## config.mk

```make
export PLATFORM = sky130hd
export DESIGN_NAME = wdt_rst_ctrl
export DESIGN_NICKNAME = d
export VERILOG_FILES = /design/src/rtl/wdt_rst_ctrl.sv
export SDC_FILE = /design/constraint.sdc
export NUM_CORES = 1
export LEC_CHECK = 0
export ABC_CLOCK_PERIOD_IN_PS = 4370
export BUFFER_PORTS_ARGS = -buffer_cell sky130_fd_sc_hd__buf_2
export CAP_MARGIN = 20
export CELL_PAD_IN_SITES_DETAIL_PLACEMENT = 0
export CELL_PAD_IN_SITES_GLOBAL_PLACEMENT = 2
export CORE_UTILIZATION = 35
export CTS_CLUSTER_DIAMETER = 50
export CTS_CLUSTER_SIZE = 30
export DETAILED_ROUTE_END_ITERATION = 8
export GPL_ROUTABILITY_DRIVEN = 0
export PLACE_DENSITY_LB_ADDON = 0.1
export SLEW_MARGIN = 30
export SYNTH_ARGS = -nofsm -noshare
export SYNTH_HDL_FRONTEND = slang
export SYNTH_SLANG_ARGS = --single-unit
export TNS_END_PERCENT = 5
```

## constraint.sdc

```tcl
create_clock -name clk -period 4.37 [get_ports clk]
set_clock_uncertainty 0.1 [all_clocks]
set_input_delay 0.437 -clock clk [delete_from_list [all_inputs] [get_ports clk]]
set_output_delay 0.437 -clock clk [all_outputs]
set_load 0.01 [all_outputs]
```

## src/rtl/wdt_rst_ctrl.sv

```systemverilog
module wdt_rst_ctrl #(
  parameter int WDT_W     = 8,
  parameter int PRE_W     = 7,
  parameter int PS_W      = $clog2(PRE_W + 1),
  parameter int SHORT_DLY = 3,
  parameter int LONG_DLY  = 100,
  parameter int PINS      = 8
) (
  input  logic            clk,
  input  logic            por_n,
  input  logic            lvd_req,
  input  logic            ext_rst_n,
  input  logic            ext_rst_en,
  input  logic            long_por,
  input  logic            ref_tick,
  input  logic            wdt_tick,
  input  logic            wdt_en,
  input  logic            psa,
  input  logic [PS_W-1:0] ps,
  input  logic            iwake_en,
  input  logic            clr_wdt,
  input  logic            sleep_cmd,
  input  logic [PINS-1:0] wake_src_en,
  input  logic [PINS-1:0] pin_chg,
  output logic            sys_rst,
  output logic            wake,
  output logic            to_flag,
  output logic            pd_flag,
  output logic            asleep,
  output logic            wdt_ovf
);

  localparam int HOLD_W = $clog2(LONG_DLY + 1);

  logic [WDT_W-1:0]  wcnt;
  logic [PRE_W-1:0]  pre;
  logic [HOLD_W-1:0] hold;
  logic por_pend, ext_q, ovf_q, wake_q, to_q, pd_q, sleep_q;

  logic              iwk, ext_act, ext_edge, pre_hit, adv, ovf_now;
  logic              ovf_wake, ovf_rst, src_any, pin_hit;
  logic [PRE_W:0]    one_sh;
  logic [PRE_W-1:0]  pre_mask;
  logic [PINS-1:0]   pin_mask;
  logic [HOLD_W-1:0] dly;

  assign iwk      = iwake_en & wdt_en;
  assign ext_act  = ext_rst_en & ~ext_rst_n;
  assign ext_edge = ext_act & ~ext_q;
  assign one_sh   = (PRE_W + 1)'(1) << ps;
  assign pre_mask = one_sh[PRE_W-1:0] - PRE_W'(1);
  assign pre_hit  = (pre & pre_mask) == pre_mask;
  assign adv      = wdt_en & wdt_tick & (~psa | pre_hit);
  assign ovf_now  = adv & (&wcnt) & ~clr_wdt & ~sys_rst;
  assign ovf_wake = ovf_q & sleep_q & iwk;
  assign ovf_rst  = ovf_q & ~ovf_wake;
  assign src_any  = por_pend | lvd_req | ext_act | ovf_rst;
  assign pin_hit  = sleep_q & (|(pin_chg & pin_mask)) & ~sys_rst;
  assign dly      = long_por ? HOLD_W'(LONG_DLY) : HOLD_W'(SHORT_DLY);

  always_comb begin
    pin_mask = wake_src_en;
    if (iwk) pin_mask[PINS-1] = 1'b0;
  end

  always_ff @(posedge clk or negedge por_n) begin
    if (!por_n) begin
      wcnt  <= '0;
      pre   <= '0;
      ovf_q <= 1'b0;
    end else begin
      ovf_q <= ovf_now;
      if (sys_rst | src_any | clr_wdt | ~wdt_en) begin
        wcnt <= '0;
        pre  <= '0;
      end else if (wdt_tick) begin
        pre <= pre + PRE_W'(1);
        if (adv) wcnt <= wcnt + WDT_W'(1);
      end
    end
  end

  always_ff @(posedge clk or negedge por_n) begin
    if (!por_n) begin
      por_pend <= 1'b1;
      hold     <= '0;
      ext_q    <= 1'b0;
      wake_q   <= 1'b0;
      to_q     <= 1'b1;
      pd_q     <= 1'b1;
      sleep_q  <= 1'b0;
    end else begin
      por_pend <= 1'b0;
      ext_q    <= ext_act;
      wake_q   <= 1'b0;
      if (src_any) hold <= dly;
      else if (ref_tick && hold != '0) hold <= hold - HOLD_W'(1);

      if (por_pend | lvd_req) begin
        to_q    <= 1'b1;
        pd_q    <= 1'b1;
        sleep_q <= 1'b0;
      end else if (ovf_q) begin
        to_q    <= 1'b0;
        pd_q    <= ~sleep_q;
        sleep_q <= 1'b0;
        wake_q  <= ovf_wake & ~src_any;
      end else if (ext_act) begin
        if (ext_edge && sleep_q) begin
          to_q <= 1'b1;
          pd_q <= 1'b0;
        end
        sleep_q <= 1'b0;
      end else if (sys_rst) begin
        sleep_q <= 1'b0;
      end else if (pin_hit) begin
        wake_q  <= 1'b1;
        to_q    <= 1'b1;
        pd_q    <= 1'b0;
        sleep_q <= 1'b0;
      end else if (clr_wdt) begin
        to_q <= 1'b1;
        pd_q <= 1'b1;
      end else if (sleep_cmd) begin
        to_q    <= 1'b1;
        pd_q    <= 1'b0;
        sleep_q <= 1'b1;
      end
    end
  end

  assign sys_rst = por_pend | (hold != '0);
  assign wake    = wake_q;
  assign to_flag = to_q;
  assign pd_flag = pd_q;
  assign asleep  = sleep_q;
  assign wdt_ovf = ovf_q;

endmodule

```

==> impl_results.rst, run 1 <==
.. list-table::
   :header-rows: 1

   * - Metric
     - Value
   * - Most used DFF post-synth
     - sky130_fd_sc_hd__dfrtp_1
   * - Data arrival time of the worst path
     - approximately 1.8 ns
   * - Violations in the final reports
     - DRC
   * - Clk slew on worst S/H paths
     - 0.06 ns
   * - Count of cell types in the netlist
     - 49
   * - Count of yosys warnings during synthesis
     - 0
   * - Die area
     - ~5000 sq um
   * - Dpl hpwl
     - roughly 2700 um
   * - Critical Path RT
     - approximately 3.8 ns
   * - Total global routing track utilization
     - 0.158
   * - Setup repair after global routing missed its margin
     - no
   * - Worst-case setup margin in the final layout
     - around 2.1 ns
   * - Most common cell after layout, fill and taps aside
     - sky130_fd_sc_hd__buf_2
   * - Row Count
     - 24
   * - Leading post-synthesis cells by cell area
     - sky130_fd_sc_hd__dfrtp_1, sky130_fd_sc_hd__dfstp_2, sky130_fd_sc_hd__xor2_1, sky130_fd_sc_hd__a21oi_1, sky130_fd_sc_hd__nor2_1
   * - Top library cells by usage in the layout, fill and taps aside
     - sky130_fd_sc_hd__buf_2, sky130_fd_sc_hd__dfrtp_1, sky130_fd_sc_hd__nor2_1
   * - Pwr per Cell Area
     - 298 nW/um^2
   * - Net total in the final layout
     - around 250
   * - Via count
     - roughly 1400
   * - Slew at the pin with the worst max-slew slack
     - between 0.6 and 0.7 ns
   * - Count of endpoints failing hold in the final timing report
     - 0
   * - Clock latency at the later pin of the worst-skew pair
     - 0.28 ns
   * - Final min period
     - between 2 and 2.5 ns
   * - Synthesized area
     - approximately 1600 sq um
   * - Number of antenna violations at the first check in global routing
     - 0
   * - Result of the run
     - finished, violations left
   * - Root buffer cell
     - sky130_fd_sc_hd__clkbuf_8
   * - Number of storage elements in the synthesis netlist
     - 29
   * - H-tree levels
     - 2
   * - Share of cells above drive strength 1
     - 0.277
   * - Number of vias per cell after detailed routing
     - around 5.4
   * - Asr flop ratio synth
     - 1.00
   * - Start point of the critical path
     - hold[2]$_DFFE_PN0P_
   * - Largest buffer count on any clock path
     - 2
   * - Die span in x
     - 70.6 um
   * - Routed len/inst
     - 14.0 um
   * - Post-route DRC
     - 10
   * - Buffers inserted during post-CTS setup optimization
     - 0
   * - Hold-fix buffer count after cts
     - 0
   * - TritonCTS clock tree
     - done
   * - Initial standard-cell utilization of the core
     - 0.371
   * - Proportion of netlist area held by the largest area contributor
     - 0.395
   * - Post-synth net total
     - slightly above 200
   * - Tightest Hold Check Type
     - input pin to asynchronous set/reset pin
   * - Max transition margin
     - 0.546
   * - Number of fill cells
     - between 400 and 500
   * - I/O pin count
     - 38
   * - Kind of launch point of the worst setup path
     - register
   * - Pins Over Slew Limit
     - 0
   * - Relative area change from synthesis to final layout
     - 20.3%
   * - Global-route congestion overflow total
     - 0
   * - Cell taking the most area after synthesis
     - sky130_fd_sc_hd__dfrtp_1
   * - Count of buffers from port buffering
     - 37
   * - Core box area
     - 4440 sq um
   * - Pin count of the biggest net entering global routing
     - 30
   * - EDFF count, synth
     - 0
   * - Chain of cells forming the critical path
     - or4_4 -> nor3_2 -> inv_2 -> buf_2
   * - Number of gates resized after cts
     - 0
   * - Worst ir drop on vdd
     - roughly 0.00015 V
   * - Nature of the critical path endpoint
     - output port
   * - Count of max-cap constraint violations
     - 0
   * - Critical R2R Launch
     - pre[6]$_DFFE_PN0P_
   * - Starting DRT DRC Count
     - 90
   * - 1st-pass router iterations
     - 7
   * - CP peak stage delay
     - a little under 0.6 ns
   * - Final setup TNS
     - 0 ns
   * - Vias in the first global route
     - approximately 1400
   * - Maximum fanout count along the critical path
     - 5
   * - Setup violators final
     - 0
   * - Kind of critical path
     - register to output port
   * - Lkg Pwr
     - around 0.83 nW
   * - Remaining antenna violation count
     - 0
   * - Critical-path cell with the highest stage delay
     - sky130_fd_sc_hd__or4_4
   * - Final WL
     - 3720 um
   * - Max Fclk
     - 438 MHz
   * - Clock sink count
     - 29
   * - Place WS
     - between 2 and 2.5 ns
   * - Y dimension of the die
     - about 70 um
   * - Number of buffers created by CTS
     - 5
   * - Post-synthesis sequential area ratio
     - 0.442
   * - Final antenna diode count
     - 0
   * - Avg Synthesized Cell Area
     - between 9 and 10 sq um
   * - Post-Synthesis Cells
     - about 170
   * - First-pass GRT wire length
     - between 6000 and 7000 um
   * - Final critical-path share of the clock period
     - 0.523
cell usage after synthesis (2+ instances only):
master and number:
sky130_fd_sc_hd__mux2i_1 3, sky130_fd_sc_hd__or4_1 5, sky130_fd_sc_hd__xor2_1 8, sky130_fd_sc_hd__ha_1 4
sky130_fd_sc_hd__nor2_1 16, sky130_fd_sc_hd__a21oi_1 12, sky130_fd_sc_hd__nor3_1 4, sky130_fd_sc_hd__nand4_1 5
sky130_fd_sc_hd__inv_1 6, sky130_fd_sc_hd__or3_1 2, sky130_fd_sc_hd__nand2b_1 3, sky130_fd_sc_hd__dfrtp_1 26
sky130_fd_sc_hd__o21ai_0 6, sky130_fd_sc_hd__nor4_1 5, sky130_fd_sc_hd__nand2_1 11, sky130_fd_sc_hd__a22oi_1 3
sky130_fd_sc_hd__a2bb2oi_1 2, sky130_fd_sc_hd__nand3_1 7, sky130_fd_sc_hd__and2_1 2, sky130_fd_sc_hd__buf_2 2
sky130_fd_sc_hd__xnor2_1 4, sky130_fd_sc_hd__o31ai_1 5, sky130_fd_sc_hd__dfstp_2 3, sky130_fd_sc_hd__nor2b_1 2
through the flow:
stage / utilization / instances / hold slack (ns) / power (mW) / cell area [sq um]
after global placement: 0.423 / 257 / 0.394 / 0.348 / 1880
after detailed placement: 0.423 / 257 / 0.394 / 0.350 / 1880
after global routing: 0.446 / 265 / 0.143 / 0.621 / 1980
after CTS: 0.446 / 265 / 0.117 / 0.600 / 1980
after floorplan: - / 171 / 0.0414 / 0.319 / 1650
final: 0.446 / 265 / 0.0906 / 0.591 / 1980
critical path: cells and delay by family, from the launching register on:
family,cells,cell delay (ns)
buffers and inverters,2,0.24
DFF,1,0.43
and+or+nand+nor,2,0.80
report_power, final:
part	internal [mW]	switching (mW)	leakage [nW]
Sequential	0.275	0.00556	0.382
Clock	0.142	0.104	0.0542
Combinational	0.0282	0.0362	0.398
routing by layer:
metal / global-route usage / wire (um) / vias to the layer above
met2: 0.266 / 1710 / 43
met3: 0.0470 / 230 / 7
li1: - / - / 711
met4: 0.0600 / 47 / 0
met1: 0.191 / 1730 / 668
met5: 0 / 0 / -
flip-flops by register name, summed over array words and instances (netlist names):
signal / count
asleep: 1
hold: 7
por_pend: 1
to_flag: 1
ext_q: 1
pd_flag: 1
pre: 7
wake: 1
wcnt: 8
wdt_ovf: 1
layout make-up:
class                   instances  area [sq um]  share of cell area
multi-input cells             131           868               0.438
flip-flops and latches         29           729               0.368
repair buffers                 38           193              0.0972
clock buffers                   7          96.3              0.0486
well taps                      52          65.1              0.0328
inverters                       7          26.3              0.0132
clock inverters                 1          5.00             0.00252
worst paths after layout:
path,cells after the start,endpoint,slack [ns]
min reg2reg,1,pd_flag$_DFFE_PN1P_,0.40
max reg2reg,5,wcnt[5]$_DFFE_PN0P_,2.28
min in group clk,2,hold[0]$_DFFE_PN0P_,0.24
max,4,sys_rst,2.09
max in group asynchronous,1,wcnt[5]$_DFFE_PN0P_,3.63
min,1,wake$_DFF_PN0_,0.09
cell families after synthesis:
family | Yosys count | synth area share
AO/OA/AOI/OAI | 40 | 0.165
XOR/XNOR | 12 | 0.0637
adder cells (fa/ha/maj) | 4 | 0.0304
other | 1 | 0.00227
AND/OR/NAND/NOR | 70 | 0.240
flip-flops | 29 | 0.442
buffers and inverters | 11 | 0.0311
multiplexers | 4 | 0.0250
No activity file was read; power rests on OpenSTA's default activity.
==> run 2, diff against run 1 <==
--- a/config.mk
+++ b/config.mk
@@ -5,12 +5,13 @@
 export SDC_FILE = /design/constraint.sdc
 export NUM_CORES = 1
 export LEC_CHECK = 0
-export ABC_CLOCK_PERIOD_IN_PS = 4370
+export ABC_AREA = 1
+export ABC_CLOCK_PERIOD_IN_PS = 1950
 export BUFFER_PORTS_ARGS = -buffer_cell sky130_fd_sc_hd__buf_2
 export CAP_MARGIN = 20
 export CELL_PAD_IN_SITES_DETAIL_PLACEMENT = 0
 export CELL_PAD_IN_SITES_GLOBAL_PLACEMENT = 2
-export CORE_UTILIZATION = 35
+export CORE_UTILIZATION = 27
 export CTS_CLUSTER_DIAMETER = 50
 export CTS_CLUSTER_SIZE = 30
 export DETAILED_ROUTE_END_ITERATION = 8
==> constraint.sdc (replaced) <==
create_clock -name clk -period 1.95 [get_ports clk]
set_clock_uncertainty 0.1 [all_clocks]
set_input_delay 0.195 -clock clk [delete_from_list [all_inputs] [get_ports clk]]
set_output_delay 0.195 -clock clk [all_outputs]
set_load 0.01 [all_outputs]
==> run 2 against run 1 <==
- the run now ends clean
- via count increased by 12%
- non-clock buffer count is 4 higher
- combinational power increased to 2.9 times the previous value
- sequential power increased by 130%
- critical path depth grew 1
- sequential share of layout area is 3.5 points lower
- clock power increased by 110%
- wire length is 9.5% higher
- register-to-register slack worse by 2.1 ns
- synthesized area up 8.6%
- power increased by 130%
- critical endpoint unchanged
==> impl_results.rst, run 2 <==
.. list-table::
   :header-rows: 1

   * - Metric
     - Value
   * - Data arrival time of the worst path
     - ~1.5 ns
   * - Maximum fanout count along the critical path
     - 6
   * - Lkg Pwr
     - around 1.1 nW
   * - Global-route congestion overflow total
     - 0
   * - TritonCTS clock tree
     - done
   * - Pin count of the biggest net entering global routing
     - 30
   * - Slew at the pin with the worst max-slew slack
     - approximately 0.74 ns
   * - Final setup TNS
     - 0 ns
   * - Final standard cell count with taps included and fillers excluded
     - ~360
   * - Tightest Hold Check Type
     - input pin to register
   * - Largest buffer count on any clock path
     - 2
   * - Die area
     - between 6000 and 7000 sq um
   * - Final critical-path share of the clock period
     - 0.921
   * - Setup repair after global routing missed its margin
     - no
   * - Row Count
     - 29
   * - Starting DRT DRC Count
     - ~50
   * - Routed len/inst
     - 11.2 um
   * - Y dimension of the die
     - approximately 83 um
   * - Dpl hpwl
     - between 3000 and 4000 um
   * - Post-synthesis sequential area ratio
     - 0.407
   * - Most used DFF post-synth
     - sky130_fd_sc_hd__dfrtp_1
   * - Pins Over Slew Limit
     - 0
   * - H-tree levels
     - 2
   * - Die span in x
     - around 83 um
   * - Result of the run
     - finished clean
   * - Final antenna diode count
     - 0
   * - Count of yosys warnings during synthesis
     - 0
   * - Vias in the first global route
     - approximately 1600
   * - Most common cell after layout, fill and taps aside
     - sky130_fd_sc_hd__nand2_1
   * - Clk slew on worst S/H paths
     - 0.07 ns
   * - Count of endpoints failing hold in the final timing report
     - 0
   * - Count of cell types in the netlist
     - 30
   * - Cell taking the most area after synthesis
     - sky130_fd_sc_hd__dfrtp_1
   * - Number of antenna violations at the first check in global routing
     - 0
   * - Number of storage elements in the synthesis netlist
     - 29
   * - Count of buffers from port buffering
     - 37
   * - Initial standard-cell utilization of the core
     - 0.281
   * - Flop-to-flop setup slack
     - 0.23 ns
   * - Clock latency at the later pin of the worst-skew pair
     - approximately 0.28 ns
   * - Worst r2r dst
     - wcnt[2]$_DFFE_PN0P_
   * - Total placed cells including tap cells
     - between 300 and 400
   * - Post-synth net total
     - 275
   * - Total global routing track utilization
     - 0.126
   * - Avg Synthesized Cell Area
     - roughly 7.5 sq um
   * - Final WL
     - between 4000 and 5000 um
   * - Post-Synthesis Cells
     - 239
   * - Share of cells above drive strength 1
     - 0.237
   * - Remaining antenna violation count
     - 0
   * - Largest registers
     - wcnt x8, hold x7, pre x7
   * - Root buffer cell
     - sky130_fd_sc_hd__clkbuf_8
   * - Kind of critical path
     - register to output port
   * - Leading post-synthesis cells by cell area
     - sky130_fd_sc_hd__dfrtp_1, sky130_fd_sc_hd__nand2_1, sky130_fd_sc_hd__inv_1, sky130_fd_sc_hd__nor2_1, sky130_fd_sc_hd__nand3_1
   * - Max Fclk
     - around 560 MHz
   * - Number of buffers created by CTS
     - 5
   * - Post-synth top cells
     - sky130_fd_sc_hd__nand2_1, sky130_fd_sc_hd__inv_1, sky130_fd_sc_hd__nor2_1
   * - Max transition margin
     - 0.509
   * - Via count
     - roughly 1600
   * - Synthesized area
     - 1790 sq um
   * - Relative area change from synthesis to final layout
     - 22.3%
   * - Final min period
     - 1.80 ns
   * - Kind of launch point of the worst setup path
     - register
   * - I/O pin count
     - 38
   * - Proportion of netlist area held by the largest area contributor
     - 0.363
   * - Setup violators final
     - 0
   * - Number of vias per cell after detailed routing
     - approximately 4.4
   * - 1st-pass router iterations
     - 4
   * - Cell with the most instances after synthesis
     - sky130_fd_sc_hd__nand2_1
   * - Core box area
     - 6390 sq um
   * - EDFF count, synth
     - 0
   * - Critical Path Sink
     - sys_rst
   * - Worst ir drop on vdd
     - between 0.0002 and 0.00025 V
   * - R2R cell count
     - 7
   * - Nature of the critical path endpoint
     - output port
   * - Critical Path RT
     - around 1.7 ns
   * - Critical R2R Launch
     - hold[2]$_DFFE_PN0P_
   * - Net total in the final layout
     - 322
   * - Post-route DRC
     - 0
   * - Number of fill cells
     - just over 700
   * - Top library cells by usage in the layout, fill and taps aside
     - sky130_fd_sc_hd__nand2_1, sky130_fd_sc_hd__buf_2, sky130_fd_sc_hd__inv_1
   * - First-pass GRT wire length
     - roughly 7000 um
   * - Clock sink count
     - 29
   * - Register with the highest flop count
     - wcnt
   * - Pwr per Cell Area
     - about 620 nW/um^2
   * - Number of flip-flops under the largest register name
     - 8
   * - Start point of the critical path
     - hold[2]$_DFFE_PN0P_
   * - Post-route total power
     - 1.35 mW
   * - Count of max-cap constraint violations
     - 0
   * - Buffers inserted during post-CTS setup optimization
     - 0
   * - Asr flop ratio synth
     - 1.00
run 2: changes by cell type in the layout (fill, tap and decap cells not counted), sizes merged, moves of 6 or more:
cell / previous run / this run
inv: 7 / 35
nand2: 11 / 64
nand3: 8 / 22
nor2: 17 / 32
or4: 6 / 0
run 2: routing by layer:
| metal | share of wire | wire, um | GRT usage |
|---|---|---|---|
| met4 | 0.012 | 48 | 0.0416 |
| met3 | 0.048 | 197 | 0.0386 |
| met2 | 0.43 | 1770 | 0.206 |
| met1 | 0.50 | 2060 | 0.159 |
| met5 | 0 | 0 | 0 |
run 2: logic make-up (layout without fill, tap and decap cells):
kind of cell | count (synthesis) | count (layout) | synth area share
other | 1 | 1 | 0.00209
XOR/XNOR | 8 | 8 | 0.0391
AO/OA/AOI/OAI | 25 | 25 | 0.0908
AND/OR/NAND/NOR | 135 | 135 | 0.353
flip-flops | 29 | 29 | 0.407
adder cells (fa/ha/maj) | 4 | 4 | 0.0279
buffers and inverters | 37 | 85 | 0.0803
run 2: final cells by class:
class	count	area, sq um	share of cell area
Multi-Input combinational cell	173	918	0.419
Clock buffer	8	90.1	0.0411
Tap cell	77	96.3	0.0440
Timing Repair Buffer	42	225	0.103
Inverter	35	131	0.0600
Sequential cell	29	729	0.333
run 2: worst min path at each step:
stage | startpoint | endpoint | slack [ns] | cells past startpoint
after global placement | por_n | hold[4]$_DFFE_PN0P_ | 0.19 | 1
after floorplan | por_n | asleep$_DFFE_PN0P_ | -0.20 | 0
after global routing | ext_rst_n | ext_q$_DFF_PN0_ | 0.1 | 3
after CTS | ext_rst_n | ext_q$_DFF_PN0_ | 0.1 | 3
after detailed placement | por_n | hold[4]$_DFFE_PN0P_ | 0.20 | 1
final | ext_rst_n | ext_q$_DFF_PN0_ | 0.11 | 3
run 2: worst max-delay path, cell delays in order (launching register included):
cell and delay (ns):
sky130_fd_sc_hd__dfrtp_1 0.43, sky130_fd_sc_hd__nor2_2 0.20, sky130_fd_sc_hd__nand4_2 0.16, sky130_fd_sc_hd__nor2_4 0.23, sky130_fd_sc_hd__inv_1 0.06, sky130_fd_sc_hd__buf_2 0.14
run 2: repair_timing:
item                                   in CTS  in global routing
setup endpoints to repair                   0                  1
endpoints found under the hold margin      26                  0
hold buffers                                1                  0
gates resized for setup                     0                  1
run 2: per-stage QoR:
stage,setup WS (ns),cell area [sq um],hold slack [ns],util
global placement,0.219,2090,0.189,0.327
detailed placement,0.204,2090,0.198,0.327
floorplan,0.408,1790,-0.201,-
global route,0.00510,2190,0.0958,0.343
finish,0.153,2190,0.106,0.343
CTS,0.102,2190,0.0984,0.343
run 2: where the power goes:
part           leakage (nW)  switching, mW  internal (mW)
Clock                0.0455          0.239          0.288
Combinational         0.628          0.115         0.0744
Sequential            0.382         0.0118          0.624
==> run 3, diff against run 2 <==
--- a/config.mk
+++ b/config.mk
@@ -7,7 +7,7 @@
 export LEC_CHECK = 0
 export ABC_AREA = 1
 export ABC_CLOCK_PERIOD_IN_PS = 1950
-export BUFFER_PORTS_ARGS = -buffer_cell sky130_fd_sc_hd__buf_2
+export BUFFER_PORTS_ARGS = -buffer_cell sky130_fd_sc_hd__buf_4
 export CAP_MARGIN = 20
 export CELL_PAD_IN_SITES_DETAIL_PLACEMENT = 0
 export CELL_PAD_IN_SITES_GLOBAL_PLACEMENT = 2
==> run 3 against run 2 <==
- final cell count unchanged
- register-to-register slack worse by 0.02 ns
- wire length up 1.7%
- largest cell class unchanged
- flip-flop and latch count stayed put
- largest power group unchanged
- non-clock buffer count did not move
- first-iteration DRC count rose by 33%
==> impl_results.rst, run 3 (synthesized netlist as in run 2, its figures left out) <==
.. list-table::
   :header-rows: 1

   * - Metric
     - Value
   * - Final standard cell count with taps included and fillers excluded
     - 364
   * - 1st-pass router iterations
     - 4
   * - Switching Power
     - 0.374 mW
   * - Die area
     - 6970 sq um
   * - Kind of critical path
     - register to output port
   * - Final-layout worst hold slack
     - between 0.09 and 0.1 ns
   * - Count of max-cap constraint violations
     - 0
   * - Clock sink count
     - 29
   * - Buffers inserted during post-CTS setup optimization
     - 0
   * - Number of vias per cell after detailed routing
     - 4.48
   * - Largest buffer count on any clock path
     - 2
   * - Number of cells on the worst hold path
     - 3
   * - Pins Over Slew Limit
     - 0
   * - Pwr per Cell Area
     - slightly below 600 nW/um^2
   * - Remaining antenna violation count
     - 0
   * - H-tree levels
     - 2
   * - First-pass GRT wire length
     - roughly 7300 um
   * - Flop-to-flop setup slack
     - ~0.21 ns
   * - Setup repair after global routing missed its margin
     - no
   * - Top library cells by usage in the layout, fill and taps aside
     - sky130_fd_sc_hd__nand2_1, sky130_fd_sc_hd__buf_4, sky130_fd_sc_hd__inv_1
   * - Total global routing track utilization
     - 0.132
   * - Critical Path RT
     - 1.65 ns
   * - Final WL
     - a little over 4000 um
   * - Category of cells accounting for the largest share of critical-path delay
     - flip-flops
   * - Hold_sp
     - lvd_req
   * - Worst ir drop on vdd
     - 0.000219 V
   * - Nature of the critical path endpoint
     - output port
   * - Number of buffers created by CTS
     - 5
   * - Buffer and inverter count on the worst path
     - 3
   * - Total placed cells including tap cells
     - ~360
   * - Logic gate share of total power
     - 0.161
   * - Max Fclk
     - about 550 MHz
   * - Worst-case setup margin in the final layout
     - 0.132 ns
   * - Count of buffers from port buffering
     - 37
   * - Tightest Hold Check Type
     - input pin to register
   * - Die span in x
     - 83.5 um
   * - Row Count
     - 29
   * - Lkg Pwr
     - about 1.1 nW
   * - Cell occurring most often along the worst timing path
     - sky130_fd_sc_hd__inv_1
   * - Root buffer cell
     - sky130_fd_sc_hd__clkbuf_8
   * - Chain of cells forming the critical path
     - inv_1 -> ha_1 -> nand4_2 -> nor2_4 -> inv_1 -> buf_4
   * - Count of endpoints failing hold in the final timing report
     - 0
   * - Pin count of the biggest net entering global routing
     - 30
   * - Data arrival time of the worst path
     - approximately 1.5 ns
   * - Number of antenna violations at the first check in global routing
     - 0
   * - CP peak stage delay
     - roughly 0.39 ns
   * - Post-route DRC
     - 0
   * - Clock latency at the later pin of the worst-skew pair
     - approximately 0.28 ns
   * - Result of the run
     - finished clean
   * - Core box area
     - 6390 sq um
   * - Hold EP
     - wake$_DFF_PN0_
   * - Final setup TNS
     - 0 ns
   * - Relative contribution of the clock network to total power
     - 0.366
   * - Register with the highest flop count
     - wcnt
   * - Internal power consumption
     - approximately 0.97 mW
   * - Relative area change from synthesis to final layout
     - 27.7%
   * - Maximum fanout count along the critical path
     - 6
   * - Setup violators final
     - 0
   * - Final min period
     - approximately 1.8 ns
   * - Via count
     - around 1600
   * - Final critical-path share of the clock period
     - 0.932
   * - TritonCTS clock tree
     - done
   * - Most common cell after layout, fill and taps aside
     - sky130_fd_sc_hd__nand2_1
   * - Global-route congestion overflow total
     - 0
   * - Largest registers
     - wcnt x8, hold x7, pre x7
   * - I/O pin count
     - 38
   * - Number of flip-flops under the largest register name
     - 8
   * - Share of cells above drive strength 1
     - 0.237
   * - Vias in the first global route
     - about 1600
   * - Place WS
     - ~0.23 ns
   * - Critical-path cell with the highest stage delay
     - sky130_fd_sc_hd__dfrtp_1
   * - Final antenna diode count
     - 0
   * - Net total in the final layout
     - around 320
   * - Initial standard-cell utilization of the core
     - 0.281
   * - Y dimension of the die
     - 83.5 um
   * - Routed len/inst
     - ~11 um
   * - Starting DRT DRC Count
     - 65
   * - Kind of launch point of the worst setup path
     - register
   * - Worst r2r dst
     - wcnt[1]$_DFFE_PN0P_
   * - Dpl hpwl
     - between 3000 and 4000 um
   * - Switching part of the total power
     - 0.278
   * - Clk slew on worst S/H paths
     - 0.07 ns
   * - Critical R2R Launch
     - hold[1]$_DFFE_PN0P_
   * - Sequential cell fraction of total power
     - 0.473
   * - R2R cell count
     - 8
==> run 3: cell types whose count changed in the layout (fill, tap and decap cells not counted), sizes merged <==
| cell | previous run | this run |
|---|---|---|
| clkbuf | 8 | 6 |
| clkinv | 0 | 2 |
==> run 3: tightest hold or removal path, delay by kind of cell <==
family	cells	cell delay (ns)
AO/OA/AOI/OAI	1	0.10
buffers and inverters	1	0.09
AND/OR/NAND/NOR	1	0.05
==> run 3: worst max path at each step <==
stage / startpoint / to / slack (ns) / depth (start not counted)
2_1_floorplan: hold[0]$_DFFE_PN0P_ / hold[5]$_DFFE_PN0P_ / 0.41 / 9
3_3_place_gp: hold[1]$_DFFE_PN0P_ / wcnt[0]$_DFFE_PN0P_ / 0.24 / 8
3_5_place_dp: hold[1]$_DFFE_PN0P_ / wcnt[1]$_DFFE_PN0P_ / 0.23 / 8
4_1_cts: hold[1]$_DFFE_PN0P_ / sys_rst / 0.12 / 6
5_1_grt: hold[1]$_DFFE_PN0P_ / hold[5]$_DFFE_PN0P_ / 0.01 / 9
6_report: hold[1]$_DFFE_PN0P_ / sys_rst / 0.13 / 6
==> run 3: timing repair <==
item	4_1_cts	5_1_grt
endpoints found under the hold margin	26	0
setup endpoints to repair	0	0
hold buffers	1	0
gates resized for setup	0	0
==> run 3: metrics by stage <==
stage,total power [mW],cell area [sq um],util
2_1_floorplan,0.754,1790,-
3_3_place_gp,0.867,2200,0.344
3_5_place_dp,0.865,2200,0.344
4_1_cts,1.38,2290,0.358
5_1_grt,1.44,2290,0.358
6_report,1.34,2290,0.358
==> run 3: power by group through the flow <==
stage	Clock, mW	Sequential (mW)	Combinational [mW]
floorplan	0	0.647	0.107
global placement	0	0.646	0.221
detailed placement	0	0.647	0.218
CTS	0.525	0.636	0.221
global route	0.555	0.638	0.244
finish	0.492	0.636	0.216
==> run 3: area by class of cell <==
class | instances | area, sq um
clock inverter | 2 | 10.0
tap | 77 | 96.3
multi-input combinational | 173 | 918
clock buffer | 6 | 72.6
sequential | 29 | 729
timing repair buffer | 42 | 330
inverter | 35 | 131
fill | 679 | 4100
==> run 3: per-layer routing <==
metal / global-route usage / wire [um]
met1: 0.166 / 2010
met2: 0.212 / 1890
met3: 0.0376 / 164
met4: 0.0570 / 78
met5: 0 / 0
